<file path="src/rtl/gpio_bank_pkg.sv">
package gpio_bank_pkg;

    localparam int ADDR_W = 3;

    typedef enum logic [ADDR_W-1:0] {
        RA_DOUT  = 3'd0,
        RA_OEN   = 3'd1,
        RA_BLINK = 3'd2,
        RA_POL   = 3'd3,
        RA_DIN   = 3'd4,
        RA_CAUSE = 3'd5,
        RA_EMASK = 3'd6,
        RA_LMASK = 3'd7
    } reg_addr_e;

    // One cause bit: a written 0 clears, a written 1 keeps, and a rise sets.
    function automatic logic cause_bit_next(input logic old_v, input logic wr_hit,
                                            input logic wr_v, input logic rise_v);
        return ((wr_hit ? (old_v & wr_v) : old_v) | rise_v);
    endfunction

endpackage

</file>
<file path="src/rtl/gpio_bank_regs.sv">
module gpio_bank_regs
    import gpio_bank_pkg::*;
#(
    parameter int W = 32
) (
    input  logic              clk,
    input  logic              rst,
    input  logic              we,
    input  logic [ADDR_W-1:0] addr,
    input  logic [W-1:0]      wdata,
    input  logic [W-1:0]      rise,
    output logic [W-1:0]      dout,
    output logic [W-1:0]      oen,
    output logic [W-1:0]      blink,
    output logic [W-1:0]      pol,
    output logic [W-1:0]      cause,
    output logic [W-1:0]      emask,
    output logic [W-1:0]      lmask
);

    typedef struct packed {
        logic [W-1:0] dout;
        logic [W-1:0] oen;
        logic [W-1:0] blink;
        logic [W-1:0] pol;
        logic [W-1:0] emask;
        logic [W-1:0] lmask;
    } ctrl_t;

    ctrl_t ctrl_q;
    logic  cause_hit;

    assign cause_hit = we && (reg_addr_e'(addr) == RA_CAUSE);

    always_ff @(posedge clk) begin
        if (rst) begin
            ctrl_q.dout  <= '0;
            ctrl_q.oen   <= '1;
            ctrl_q.blink <= '0;
            ctrl_q.pol   <= '0;
            ctrl_q.emask <= '0;
            ctrl_q.lmask <= '0;
        end else if (we) begin
            case (reg_addr_e'(addr))
                RA_DOUT:  ctrl_q.dout  <= wdata;
                RA_OEN:   ctrl_q.oen   <= wdata;
                RA_BLINK: ctrl_q.blink <= wdata;
                RA_POL:   ctrl_q.pol   <= wdata;
                RA_EMASK: ctrl_q.emask <= wdata;
                RA_LMASK: ctrl_q.lmask <= wdata;
                default:  ;
            endcase
        end
    end

    for (genvar i = 0; i < W; i++) begin : g_cause
        always_ff @(posedge clk) begin
            if (rst) cause[i] <= 1'b0;
            else     cause[i] <= cause_bit_next(cause[i], cause_hit, wdata[i], rise[i]);
        end
    end

    assign dout  = ctrl_q.dout;
    assign oen   = ctrl_q.oen;
    assign blink = ctrl_q.blink;
    assign pol   = ctrl_q.pol;
    assign emask = ctrl_q.emask;
    assign lmask = ctrl_q.lmask;

endmodule

</file>
<file path="src/rtl/gpio_bank_inpath.sv">
module gpio_bank_inpath #(
    parameter int W = 32
) (
    input  logic         clk,
    input  logic         rst,
    input  logic [W-1:0] pin_in,
    input  logic [W-1:0] pol,
    output logic [W-1:0] din_adj,
    output logic [W-1:0] din_prev,
    output logic [W-1:0] rise
);

    logic [W-1:0] samp_q;

    always_ff @(posedge clk) begin
        if (rst) begin
            samp_q   <= '0;
            din_prev <= '0;
        end else begin
            samp_q   <= pin_in;
            din_prev <= din_adj;
        end
    end

    assign din_adj = samp_q ^ pol;
    assign rise    = din_adj & ~din_prev;

endmodule

</file>
<file path="src/rtl/gpio_bank_blink.sv">
module gpio_bank_blink #(
    parameter int EXP = 20
) (
    input  logic clk,
    input  logic rst,
    output logic phase
);

    localparam int CW = EXP + 1;

    logic [CW-1:0] cnt_q;

    always_ff @(posedge clk) begin
        if (rst) cnt_q <= '0;
        else     cnt_q <= cnt_q + 1'b1;
    end

    assign phase = cnt_q[CW-1];

endmodule

</file>
<file path="src/rtl/gpio_bank.sv">
module gpio_bank
    import gpio_bank_pkg::*;
#(
    parameter int PIN_COUNT = 32,
    parameter int BLINK_EXP = 20
) (
    input  logic                 clk,
    input  logic                 rst,
    input  logic                 reg_we,
    input  logic [2:0]           reg_addr,
    input  logic [PIN_COUNT-1:0] reg_wdata,
    output logic [PIN_COUNT-1:0] reg_rdata,
    input  logic [PIN_COUNT-1:0] pin_in,
    output logic [PIN_COUNT-1:0] pin_out,
    output logic [PIN_COUNT-1:0] pin_oe_n,
    output logic                 irq
);

    logic [PIN_COUNT-1:0] dout, oen, blink, pol, cause, emask, lmask;
    logic [PIN_COUNT-1:0] din_adj, din_prev, rise;
    logic                 phase;
    logic [PIN_COUNT-1:0] pend;

    gpio_bank_regs #(.W(PIN_COUNT)) u_regs (
        .clk(clk), .rst(rst), .we(reg_we), .addr(reg_addr), .wdata(reg_wdata),
        .rise(rise), .dout(dout), .oen(oen), .blink(blink), .pol(pol),
        .cause(cause), .emask(emask), .lmask(lmask)
    );

    gpio_bank_inpath #(.W(PIN_COUNT)) u_inpath (
        .clk(clk), .rst(rst), .pin_in(pin_in), .pol(pol),
        .din_adj(din_adj), .din_prev(din_prev), .rise(rise)
    );

    gpio_bank_blink #(.EXP(BLINK_EXP)) u_blink (
        .clk(clk), .rst(rst), .phase(phase)
    );

    for (genvar i = 0; i < PIN_COUNT; i++) begin : g_pin
        assign pin_out[i] = blink[i] ? phase : dout[i];
        assign pend[i]    = (cause[i] & emask[i]) | (din_adj[i] & lmask[i]);
    end

    assign pin_oe_n = oen;
    assign irq      = |pend;

    always_comb begin
        case (reg_addr_e'(reg_addr))
            RA_DOUT:  reg_rdata = dout;
            RA_OEN:   reg_rdata = oen;
            RA_BLINK: reg_rdata = blink;
            RA_POL:   reg_rdata = pol;
            RA_DIN:   reg_rdata = din_adj;
            RA_CAUSE: reg_rdata = cause;
            RA_EMASK: reg_rdata = emask;
            default:  reg_rdata = lmask;
        endcase
    end

endmodule

</file>
<file path="config.mk">
export PLATFORM = sky130hd
export DESIGN_NAME = gpio_bank
export DESIGN_NICKNAME = d
export VERILOG_FILES = /design/src/rtl/gpio_bank_pkg.sv /design/src/rtl/gpio_bank_regs.sv /design/src/rtl/gpio_bank_inpath.sv /design/src/rtl/gpio_bank_blink.sv /design/src/rtl/gpio_bank.sv
export SDC_FILE = /design/constraint.sdc
export NUM_CORES = 1
export LEC_CHECK = 0
export ABC_AREA = 0
export BUFFER_PORTS_ARGS = -buffer_cell sky130_fd_sc_hd__buf_2
export CORE_ASPECT_RATIO = 0.5
export CORE_MARGIN = 8
export CORE_UTILIZATION = 55
export DETAILED_ROUTE_END_ITERATION = 8
export PLACE_DENSITY = 0.85
export SYNTH_ARGS = -nofsm -noshare
export SYNTH_HDL_FRONTEND = slang
export SYNTH_HIERARCHICAL = 1
export SYNTH_SLANG_ARGS = --single-unit
</file>
<file path="constraint.sdc">
create_clock -name clk -period 3.17 [get_ports clk]
set_input_delay 0.317 -clock clk [delete_from_list [all_inputs] [get_ports clk]]
set_output_delay 0.317 -clock clk [all_outputs]
set_load 0.02 [all_outputs]
</file>
==> impl_metrics.csv, run 1 <==
group,metric,value,unit
outcome,status,"finished, violations left",
placed_design,placed_cell_area,15600,um^2
critical_path,arrival,2.80,ns
critical_path,worstSetupPathType,"flop to output port",
cells_and_area,syn2layout_area_growth,15.0,%
floorplanning,dieHeight,131,um
grt,use_met2,39.5,%
floorplanning,num_io_pins,167,
grt,gr-usage-all-layers,26.3,%
grt,grt.met3_usage,7.20,%
grt,grt_first_pass_wirelength,68.5,mm
cells_and_area,register_area,6190,um^2
sta,finClkSkew,0.0295,ns
cts,clock_sink_count,309,
power_and_ir_drop,power-per-cell-area,509,nW/um^2
sta,final_min_period_over_clock_period,98.2,%
route,ant_nets,0,
synthesis,mappedNetlistNets,1606,
cts,worst_skew_pair.late_latency,0.57,ns
placed_design,place.detailed.hpwl,31.0,mm
cts,tritoncts,"built",
route,number_of_vias_per_cell_after_detailed_routing,6.07,
cts,cts_inserted_buffers,27,
route,route.detailed.drc,1,
power_and_ir_drop,power.ir.vdd_worst,0.321,mV
floorplanning,die_w,246,um
cts,clock_tree.buffer_depth,3,
synthesis,synthTopCellsByArea,"dfxtp_1 42%, mux2i_1 14%, nand2b_1 8.2%",
synthesis,syn-mean-instance-area,9.50,um^2
sta,worst_slew_pin_slew,1.19,ns
synthesis,synth_largest_area_cell,"dfxtp_1",
min_path,hp-class,"input port to flop",
flow_run,cap_viol_max_count,0,
synthesis,synth_largest_type_area_fraction,42.4,%
synthesis,syn-instance-count,1535,
sta,final_setup_viols,0,
critical_path,timing.critical_path.fanout_max,3,
route,totalWireLength,44.9,mm
critical_path,endpoint_kind,"output port",
grt,antenna_found_initial,2,
cells_and_area,final_nets,1756,
cts,cts-root-buf,"clkbuf_16",
floorplanning,initial_core_utilization,55.6,%
sta,final_max_slew_viol_count,0,
cells_and_area,final_layout_size_suffix_gt1_share,19.8,%
floorplanning,fp.coreArea,26200,um^2
cells_and_area,multi_input_area,7670,um^2
grt,globalRouteMet1Util,35.8,%
placed_design,gp_congestion,0.969,
synthesis,synth_edf_count,0,
cts,ctsHtreeMaxLevel,1,
sta,grt_setup_unrepaired,"no",
sta,slew_headroom,20.6,%
floorplanning,dieArea,32300,um^2
route,first_iter_violations,1544,
sta,finalHoldViolCount,0,
power_and_ir_drop,p_leak,0.00752,uW
sta,tns,0,ns
grt,grt.busiest_layer,"met2",
synthesis,ys.flop_type,"dfxtp_1",
floorplanning,rows,42,
grt,first_global_vias,11900,
synthesis,yosys_warnings,6,
synthesis,synth.ff_latch_count,309,
route,vias,12500,
synthesis,postSynth.asyncResetShare,0,%
cts,postCtsSetupRepairBufs,0,
cts,clk_transition_reported_paths,0.07,ns
grt,global_route.overflow_total,0,
sta,fmax,0.321,GHz
cells_and_area,final_design_area_no_fill,16800,um^2
placed_design,placement.io_buffers,166,
critical_path,crit_required,2.85,ns
cells_and_area,final.fill_count,2068,
critical_path,worstSetupStartpointType,"flop",
synthesis,synth.yosys.seq_area_share,42.4,%
outcome,violations_in_the_final_reports,"design-rule violations",
synthesis,ys_types,55,
sta,min_period,3.11,ns
synthesis,syn_area,14600,um^2
grt,grt_start_max_net_pins,115,
route,drtPass1Iterations,8,
route,wl_per_instance,21.8,um
power breakdown:
part	internal, uW	total (uW)	switching, uW
registers	4020	4150	130
logic	401	1020	621
clock network	1830	3380	1540
total	6250	8540	2290
logic make-up after synthesis:
logic type | share of synthesized area (%)
buffers and inverters | 5.30
AO/OA/AOI/OAI | 13.6
adder cells (fa/ha/maj) | 0.0858
flip-flops | 42.4
multiplexers | 16.1
AND/OR/NAND/NOR | 19.8
XOR/XNOR | 2.70
through the flow:
stage	cells	power (uW)	hold slack (ns)	setup slack [ns]	utilization [%]
6_report	2060	8540	0.0100	0.0562	63.9
5_1_grt	2060	8780	0.0122	0.000919	63.9
4_1_cts	2058	8520	0.00199	0.0480	63.8
3_5_place_dp	1983	5190	0.477	0.603	59.4
3_3_place_gp	1983	5170	0.472	0.611	59.4
2_1_floorplan	1535	4850	0.389	1.15	-
critical path: stages, from the launching register on:
cell and delay (ns):
dfxtp_1 0.34, xnor2_1 0.31, inv_1 0.14, a22o_1 0.24, a221oi_2 0.26, nand4_1 0.18, or4_1 0.58, buf_2 0.19
synthesized netlist by cell type (2+ instances only):
cell type	n
o22ai_1	2
nand2b_1	192
buf_6	11
nand3b_1	2
xnor2_1	41
or4_4	2
clkbuf_2	2
buf_4	10
buf_2	39
a22oi_1	84
nor2b_2	21
buf_12	3
a211oi_1	34
a31oi_1	27
a22o_1	42
a21oi_1	9
mux2_2	33
a221oi_1	9
mux2i_1	198
nor4_1	5
nor2b_1	15
nor2_2	2
dfxtp_1	309
or3_1	4
xor2_1	4
or2_2	3
nor3_1	4
nand3_1	10
o2bb2ai_1	4
a21o_1	27
nand4b_1	4
nand2_1	12
nand4_1	10
inv_1	34
nor2_1	243
buf_1	2
a221oi_2	7
and4b_1	3
clkbuf_1	46
o21ai_0	11
worst paths after layout:
kind	slack, ns	end	from	cells past startpoint
worst min register to register	0.49	u_blink/cnt_q[19]	u_blink/cnt_q[19]	2
worst min-delay path	0.01	u_inpath/samp_q[19]	pin_in[19]	2
worst max register to register	1.26	u_blink/cnt_q[20]	u_blink/cnt_q[0]	5
worst max-delay path	0.06	irq	u_regs/pol[5]	7
flip-flops by register name, summed over array words and instances, names as in the netlist:
| register | cells |
|---|---|
| u_inpath/din_prev | 32 |
| u_blink/cnt_q | 21 |
| u_regs/oen | 32 |
| u_regs/lmask | 32 |
| u_regs/emask | 32 |
| u_regs/blink | 32 |
| u_regs/pol | 32 |
| u_regs/dout | 32 |
| u_inpath/samp_q | 32 |
| u_regs/cause | 32 |
placed cells by master (no fill, tap or decap), types with 5 or more instances in the layout:
master           n
buf_4           41
clkbuf_16       27
a22oi_1         84
a21oi_1          9
nor2b_1         15
buf_2          165
nor2_1         243
nand2_1         12
clkinvlp_4       6
xnor2_1         38
nand4_1         10
nand3_1         10
dlygate4sd3_1   25
nor2b_2         21
mux2_2          33
clkinv_2         7
dfxtp_1        309
a21o_1          27
o21ai_0         11
a221oi_1         7
nor4_1           5
a31oi_1         27
a22o_1          42
a211oi_1        34
nand2b_1       192
mux2i_1        198
a221oi_2         9
inv_1           34
area by class of cell:
| cell class | instances | share of cell area [%] |
|---|---|---|
| Inverter | 34 | 0.761 |
| Multi-Input combinational cell | 1079 | 45.8 |
| Timing Repair Buffer | 234 | 8.58 |
| Clock buffer | 33 | 4.40 |
| Antenna cell | 2 | 0.0299 |
| Tap cell | 352 | 2.63 |
| Clock inverter | 17 | 0.940 |
| Sequential cell | 309 | 36.9 |
repair_timing:
| item | in CTS | in global routing |
|---|---|---|
| setup endpoints to repair | 1 | 1 |
| resized for setup | 1 | 4 |
| endpoints found under the hold margin | 25 | 0 |
| hold buffers | 25 | 0 |
metal layers:
layer | wire length (um) | vias to the layer above
li1 | - | 5645
met1 | 18600 | 6010
met2 | 19700 | 718
met3 | 5090 | 127
met4 | 1550 | 0
met5 | 0 | -
Power figures use the tool's default switching activity.
==> inputs of run 2 (changes only) <==
--- a/config.mk
+++ b/config.mk
@@ -12,6 +12,7 @@
 export CORE_UTILIZATION = 55
 export DETAILED_ROUTE_END_ITERATION = 8
 export PLACE_DENSITY = 0.85
+export REMOVE_ABC_BUFFERS = 1
 export SYNTH_ARGS = -nofsm -noshare
 export SYNTH_HDL_FRONTEND = slang
 export SYNTH_HIERARCHICAL = 1
==> run 2 against run 1 <==
The run now ends clean; utilization increased by 0.31 points; cell area increased by 0.48%; sequential power about the same.
==> impl_metrics.csv, run 2 (synthesized netlist as in run 1, its figures left out) <==
group,metric,value,unit
sta,worst_slew_pin_slew,0.933,ns
placed_design,placement.io_buffers,166,
route,met3_length,4.00,mm
floorplanning,initial_core_utilization,55.6,%
critical_path,cp_slowest_stage_delay,0.61,ns
critical_path,arrival,2.85,ns
sta,final_max_slew_viol_count,0,
sta,min_period,3.16,ns
cells_and_area,final_design_area_no_fill,16800,um^2
floorplanning,fp.coreArea,26200,um^2
placed_design,place.detailed.hpwl,29.0,mm
critical_path,timing.critical_path.cells,"xnor2_2, inv_1, a22o_1, a221oi_2, nand4_1, or4_1, buf_2",
route,number_of_vias_per_cell_after_detailed_routing,6.00,
placed_design,placed_cell_area,15600,um^2
cts,cts_inserted_buffers,27,
sta,slew_headroom,37.4,%
critical_path,worstSetupPathType,"flop to output port",
critical_path,worstSetupStartpointType,"flop",
grt,antenna_found_initial,4,
cts,clock_sink_count,309,
cts,clock_tree.buffer_depth,3,
sta,final_setup_viols,0,
route,drtPass1Iterations,6,
route,vias,12300,
floorplanning,dieArea,32300,um^2
cts,ctsHtreeMaxLevel,1,
grt,gr-usage-all-layers,25.5,%
outcome,status,"complete, no violations",
cts,postCtsSetupRepairBufs,0,
cts,worst_skew_pair.late_latency,0.56,ns
sta,finClkSkew,0.0253,ns
placed_design,gp_congestion,0.927,
critical_path,crit_required,2.85,ns
critical_path,endpoint_kind,"output port",
cts,tritoncts,"built",
floorplanning,dieHeight,131,um
cells_and_area,final_nets,1754,
sta,post-route-worst-setup-slack,0.00775,ns
cts,clk_transition_reported_paths,0.07,ns
critical_path,slowest_stage,"or4_1",
sta,fmax,0.316,GHz
sta,tns,0,ns
power_and_ir_drop,power.ir.vdd_worst,0.381,mV
min_path,hp-class,"input port to flop",
route,met2WireLength,20.2,mm
route,uppermost_routed_layer,"met5",
critical_path,timing.critical_path.fanout_max,3,
cells_and_area,final_common_cell,"dfxtp_1",
route,wirelength_met1,17.7,mm
route,wl_per_instance,21.2,um
power_and_ir_drop,p_leak,0.00757,uW
grt,grt_first_pass_wirelength,67.4,mm
cells_and_area,final.fill_count,1977,
cells_and_area,final_cell_mix,"309 x dfxtp_1, 243 x nor2_1, 198 x mux2i_1",
cts,cts-root-buf,"clkbuf_16",
power_and_ir_drop,power-per-cell-area,512,nW/um^2
flow_run,cap_viol_max_count,0,
cells_and_area,final_layout_size_suffix_gt1_share,19.9,%
floorplanning,rows,42,
sta,worst_hold_slack,0.0158,ns
floorplanning,num_io_pins,167,
sta,final_min_period_over_clock_period,99.8,%
route,route.detailed.drc,0,
placed_design,dp_slack,0.527,ns
grt,first_global_vias,12300,
route,first_iter_violations,1501,
sta,finalHoldViolCount,0,
cells_and_area,syn2layout_area_growth,15.6,%
sta,grt_setup_unrepaired,"no",
route,ant_nets,0,
grt,grt_start_max_net_pins,92,
grt,global_route.overflow_total,0,
floorplanning,die_w,246,um
route,totalWireLength,43.6,mm
run 2: cell types whose count changed in the layout (fill, tap and decap cells not counted), sizes merged:
| cell | change |
|---|---|
| buf | +2 |
| clkbuf | +7 |
| clkinv | -3 |
| clkinvlp | -5 |
| dlygate4sd3 | -4 |
run 2: final timing paths:
kind | slack [ns] | endpoint | startpoint | cells after the start
setup / recovery | 0.008 | irq | u_regs/pol[7] | 7
hold / removal | 0.02 | u_inpath/samp_q[11] | pin_in[11] | 2
setup reg to reg | 1.27 | u_blink/cnt_q[20] | u_blink/cnt_q[0] | 5
hold reg to reg | 0.49 | u_blink/cnt_q[19] | u_blink/cnt_q[19] | 2
run 2: final cells by class:
cell class              instances  area, um^2  share of cell area (%)
multi-input cells            1079        7700                    45.7
inverters                      34         128                   0.758
clock inverters                 9         101                   0.602
repair buffers                232        1460                    8.69
clock buffers                  40         825                    4.89
well taps                     352         440                    2.61
diodes                          2        5.00                  0.0297
flip-flops and latches        309        6190                    36.7
run 2: repair_timing:
action                     4_1_cts  5_1_grt
resized for setup                2        6
hold endpoints to repair        20        1
hold buffers                    20        1
setup endpoints to repair        1        1
run 2: routing by layer:
layer	vias to the layer above	GRT usage [%]
li1	5633	-
met5	-	0
met1	5966	32.2
met2	605	41.5
met4	6	10.6
met3	130	5.76
run 2: through the flow:
| stage | utilization, % | instances | total power, uW |
|---|---|---|---|
| final | 64.2 | 2057 | 8620 |
| after global routing | 64.2 | 2057 | 8860 |
| after CTS | 64.0 | 2054 | 8590 |
| after detailed placement | 59.7 | 1985 | 5180 |
| after global placement | 59.7 | 1985 | 5160 |
| after floorplan | - | 1422 | 4740 |
run 2: report_power, final:
part	total, uW	internal (uW)	leakage (uW)	switching (uW)
Combinational	1020	406	0.00459	612
Clock	3470	1960	0.000461	1500
Sequential	4130	4020	0.00252	115
Total	8620	6380	0.00757	2230
run 2: critical path: cells and delay by family, from the launching register on:
family	cells	cell delay (ns)
simple gates	2	0.75
compound gates	2	0.60
xor+xnor	1	0.27
buf+inv	2	0.30
flops	1	0.36
==> inputs of run 3 (changes only) <==
--- a/config.mk
+++ b/config.mk
@@ -15,5 +15,4 @@
 export REMOVE_ABC_BUFFERS = 1
 export SYNTH_ARGS = -nofsm -noshare
 export SYNTH_HDL_FRONTEND = slang
-export SYNTH_HIERARCHICAL = 1
 export SYNTH_SLANG_ARGS = --single-unit
==> constraint.sdc (replaced) <==
create_clock -name clk -period 3.17 [get_ports clk]
set_input_delay 0.1585 -clock clk [delete_from_list [all_inputs] [get_ports clk]]
set_output_delay 0.1585 -clock clk [all_outputs]
set_load 0.02 [all_outputs]
==> run 3 against run 2 <==
Power is 1.9% lower; sequential power hardly changed; largest power group unchanged; cell count is 8.3% higher; hold slack better by 0.091 ns; flip-flop and latch count stayed put; critical endpoint unchanged.
==> impl_metrics.csv, run 3 <==
group,metric,value,unit
synthesis,synth.yosys.seq_area_share,45.5,%
floorplanning,die_w,238,um
grt,grt_start_max_net_pins,108,
floorplanning,fp.coreArea,24100,um^2
synthesis,synth_largest_type_area_fraction,45.5,%
grt,antenna_found_initial,2,
synthesis,ys_top_cells_by_count,"420 x nand2_1, 309 x dfxtp_1, 233 x a21oi_1",
floorplanning,dieArea,30300,um^2
power_and_ir_drop,p_leak,0.00641,uW
synthesis,synth_most_common_cell,"nand2_1",
synthesis,synth.ff_latch_count,309,
cells_and_area,final_cell_mix,"420 x nand2_1, 309 x dfxtp_1, 233 x a21oi_1",
cells_and_area,final_layout_size_suffix_gt1_share,15.8,%
route,ant_nets,0,
sta,final_min_period_over_clock_period,90.7,%
cells_and_area,syn2layout_area_growth,19.7,%
cts,postCtsSetupRepairBufs,0,
grt,first_global_vias,13100,
outcome,status,"complete, no violations",
floorplanning,rows,40,
grt,global_route.overflow_total,0,
sta,finalHoldViolCount,0,
sta,fmax,0.348,GHz
cells_and_area,final.fill_count,1851,
power_and_ir_drop,p_seq_share,48.9,%
route,route.detailed.drc,0,
synthesis,synth_edf_count,0,
critical_path,arrival,2.72,ns
power_and_ir_drop,part_of_the_total_power_dissipated_in_the_clock_network,39.1,%
placed_design,dp_slack,0.874,ns
sta,post-route-worst-setup-slack,0.295,ns
cts,clock_sink_count,309,
cts,clk_transition_reported_paths,0.07,ns
sta,grt_setup_unrepaired,"no",
synthesis,ys_types,44,
synthesis,syn-instance-count,1689,
sta,slew_headroom,48.5,%
sta,worst_slew_pin_slew,0.770,ns
floorplanning,num_io_pins,167,
power_and_ir_drop,power_report.internal_total,6240,uW
grt,gr-usage-all-layers,29.2,%
cts,cts_inserted_buffers,27,
critical_path,worstSetupStartpointType,"flop",
power_and_ir_drop,share_comb_of_total_power,12.1,%
route,vias,13700,
critical_path,rrSetupSlack,1.52,ns
cells_and_area,final_common_cell,"nand2_1",
synthesis,ys.flop_type,"dfxtp_1",
min_path,hp-class,"input port to flop",
cells_and_area,final_nets,1939,
placed_design,gp_congestion,0.945,
cts,cts-root-buf,"clkbuf_16",
power_and_ir_drop,power.ir.vdd_worst,0.356,mV
power_and_ir_drop,p_sw,2220,uW
route,drtPass1Iterations,6,
power_and_ir_drop,power.switching_fraction,26.2,%
floorplanning,dieHeight,127,um
flow_run,cap_viol_max_count,0,
cts,worst_skew_pair.late_latency,0.54,ns
sta,final_max_slew_viol_count,0,
critical_path,timing.critical_path.fanout_max,4,
sta,tns,0,ns
critical_path,worstSetupPathType,"flop to output port",
sta,min_period,2.88,ns
floorplanning,initial_core_utilization,56.3,%
cts,ctsHtreeMaxLevel,1,
sta,final_setup_viols,0,
route,number_of_vias_per_cell_after_detailed_routing,6.15,
power_and_ir_drop,power-per-cell-area,520,nW/um^2
sta,finClkSkew,0.00749,ns
critical_path,crit_required,3.01,ns
route,wl_per_instance,21.1,um
synthesis,synthTopCellsByArea,"dfxtp_1 46%, nand2_1 12%, a21oi_1 8.6%",
grt,grt_first_pass_wirelength,72.1,mm
synthesis,syn-mean-instance-area,8.04,um^2
route,first_iter_violations,1999,
cts,cts_resized,0,
synthesis,yosys_warnings,0,
synthesis,syn_area,13600,um^2
placed_design,place.detailed.hpwl,29.9,mm
route,totalWireLength,46.9,mm
synthesis,synth_largest_area_cell,"dfxtp_1",
critical_path,endpoint_kind,"output port",
cts,clock_tree.buffer_depth,3,
synthesis,postSynth.asyncResetShare,0,%
placed_design,placement.io_buffers,166,
cts,tritoncts,"built",
run 3: changes by cell type after synthesis, sizes merged, moves of 41 or more:
cell	change
clkbuf	+55
xor2	+41
o21ai	+81
buf	-45
mux2i	-181
nor2	-167
a22oi	-52
nand2	+408
a21oi	+224
nand2b	-157
run 3: kinds of logic (layout without fill, tap and decap cells):
family	after synthesis	in the layout	synth area share [%]
AO/OA/AOI/OAI	445	445	19.1
XOR/XNOR	51	51	3.29
adder cells (fa/ha/maj)	1	1	0.0921
buffers and inverters	131	329	3.76
flip-flops	309	309	45.5
multiplexers	61	61	5.31
other	0	4	0
AND/OR/NAND/NOR	691	691	22.9
run 3: final cells by class:
type / count / area, um^2 / share of cell area, %
Tap cell: 336 / 420 / 2.59
Clock buffer: 41 / 768 / 4.73
Clock inverter: 7 / 88.8 / 0.546
Inverter: 8 / 30.0 / 0.185
Antenna cell: 4 / 10.0 / 0.0616
Sequential cell: 309 / 6190 / 38.1
Timing Repair Buffer: 273 / 1860 / 11.4
Multi-Input combinational cell: 1249 / 6900 / 42.4
run 3: what timing repair did:
item,CTS,global route
hold buffers,64,0
hold endpoints to repair,224,0
setup endpoints to repair,0,0
run 3: final timing paths:
kind	from	cells after the start	to
min reg2reg	u_regs.dout[28]	2	u_regs.dout[28]
max	u_regs.pol[18]	6	irq
min	reg_addr[1]	4	u_regs.blink[21]
max reg2reg	u_blink.cnt_q[0]	6	u_blink.cnt_q[16]
run 3: metrics by stage:
stage          total power, uW  area [um^2]  instances  hold WS [ns]  utilization [%]
3_3_place_gp              5110        14700       2111         0.367             61.1
3_5_place_dp              5130        14700       2111         0.371             61.1
6_report                  8450        16300       2227         0.107             67.4
5_1_grt                   8680        16300       2225         0.127             67.4
4_1_cts                   8390        16200       2223        0.0875             67.3
2_1_floorplan             4660        13100       1566         0.225                -
run 3: metal layers:
| layer | global-route usage, % | vias up | wire (um) |
|---|---|---|---|
| met4 | 13.1 | 0 | 2050 |
| met2 | 45.8 | 1020 | 20800 |
| met5 | 0 | - | 0 |
| met1 | 38.3 | 6358 | 18100 |
| li1 | - | 6120 | - |
| met3 | 6.57 | 189 | 6030 |
run 3: critical path, stage by stage (launching register included):
cell and delay, ns:
dfxtp_1 0.44, xor2_1 0.16, a22o_1 0.36, a221oi_1 0.31, nand4_1 0.15, or4_1 0.57
buf_2 0.20
run 3: power groups by stage:
stage,logic (uW),clock network [uW],registers [uW]
5_1_grt,1080,3460,4140
2_1_floorplan,465,0,4190
4_1_cts,988,3280,4120
3_5_place_dp,918,0,4210
3_3_place_gp,904,0,4210
6_report,1020,3300,4130
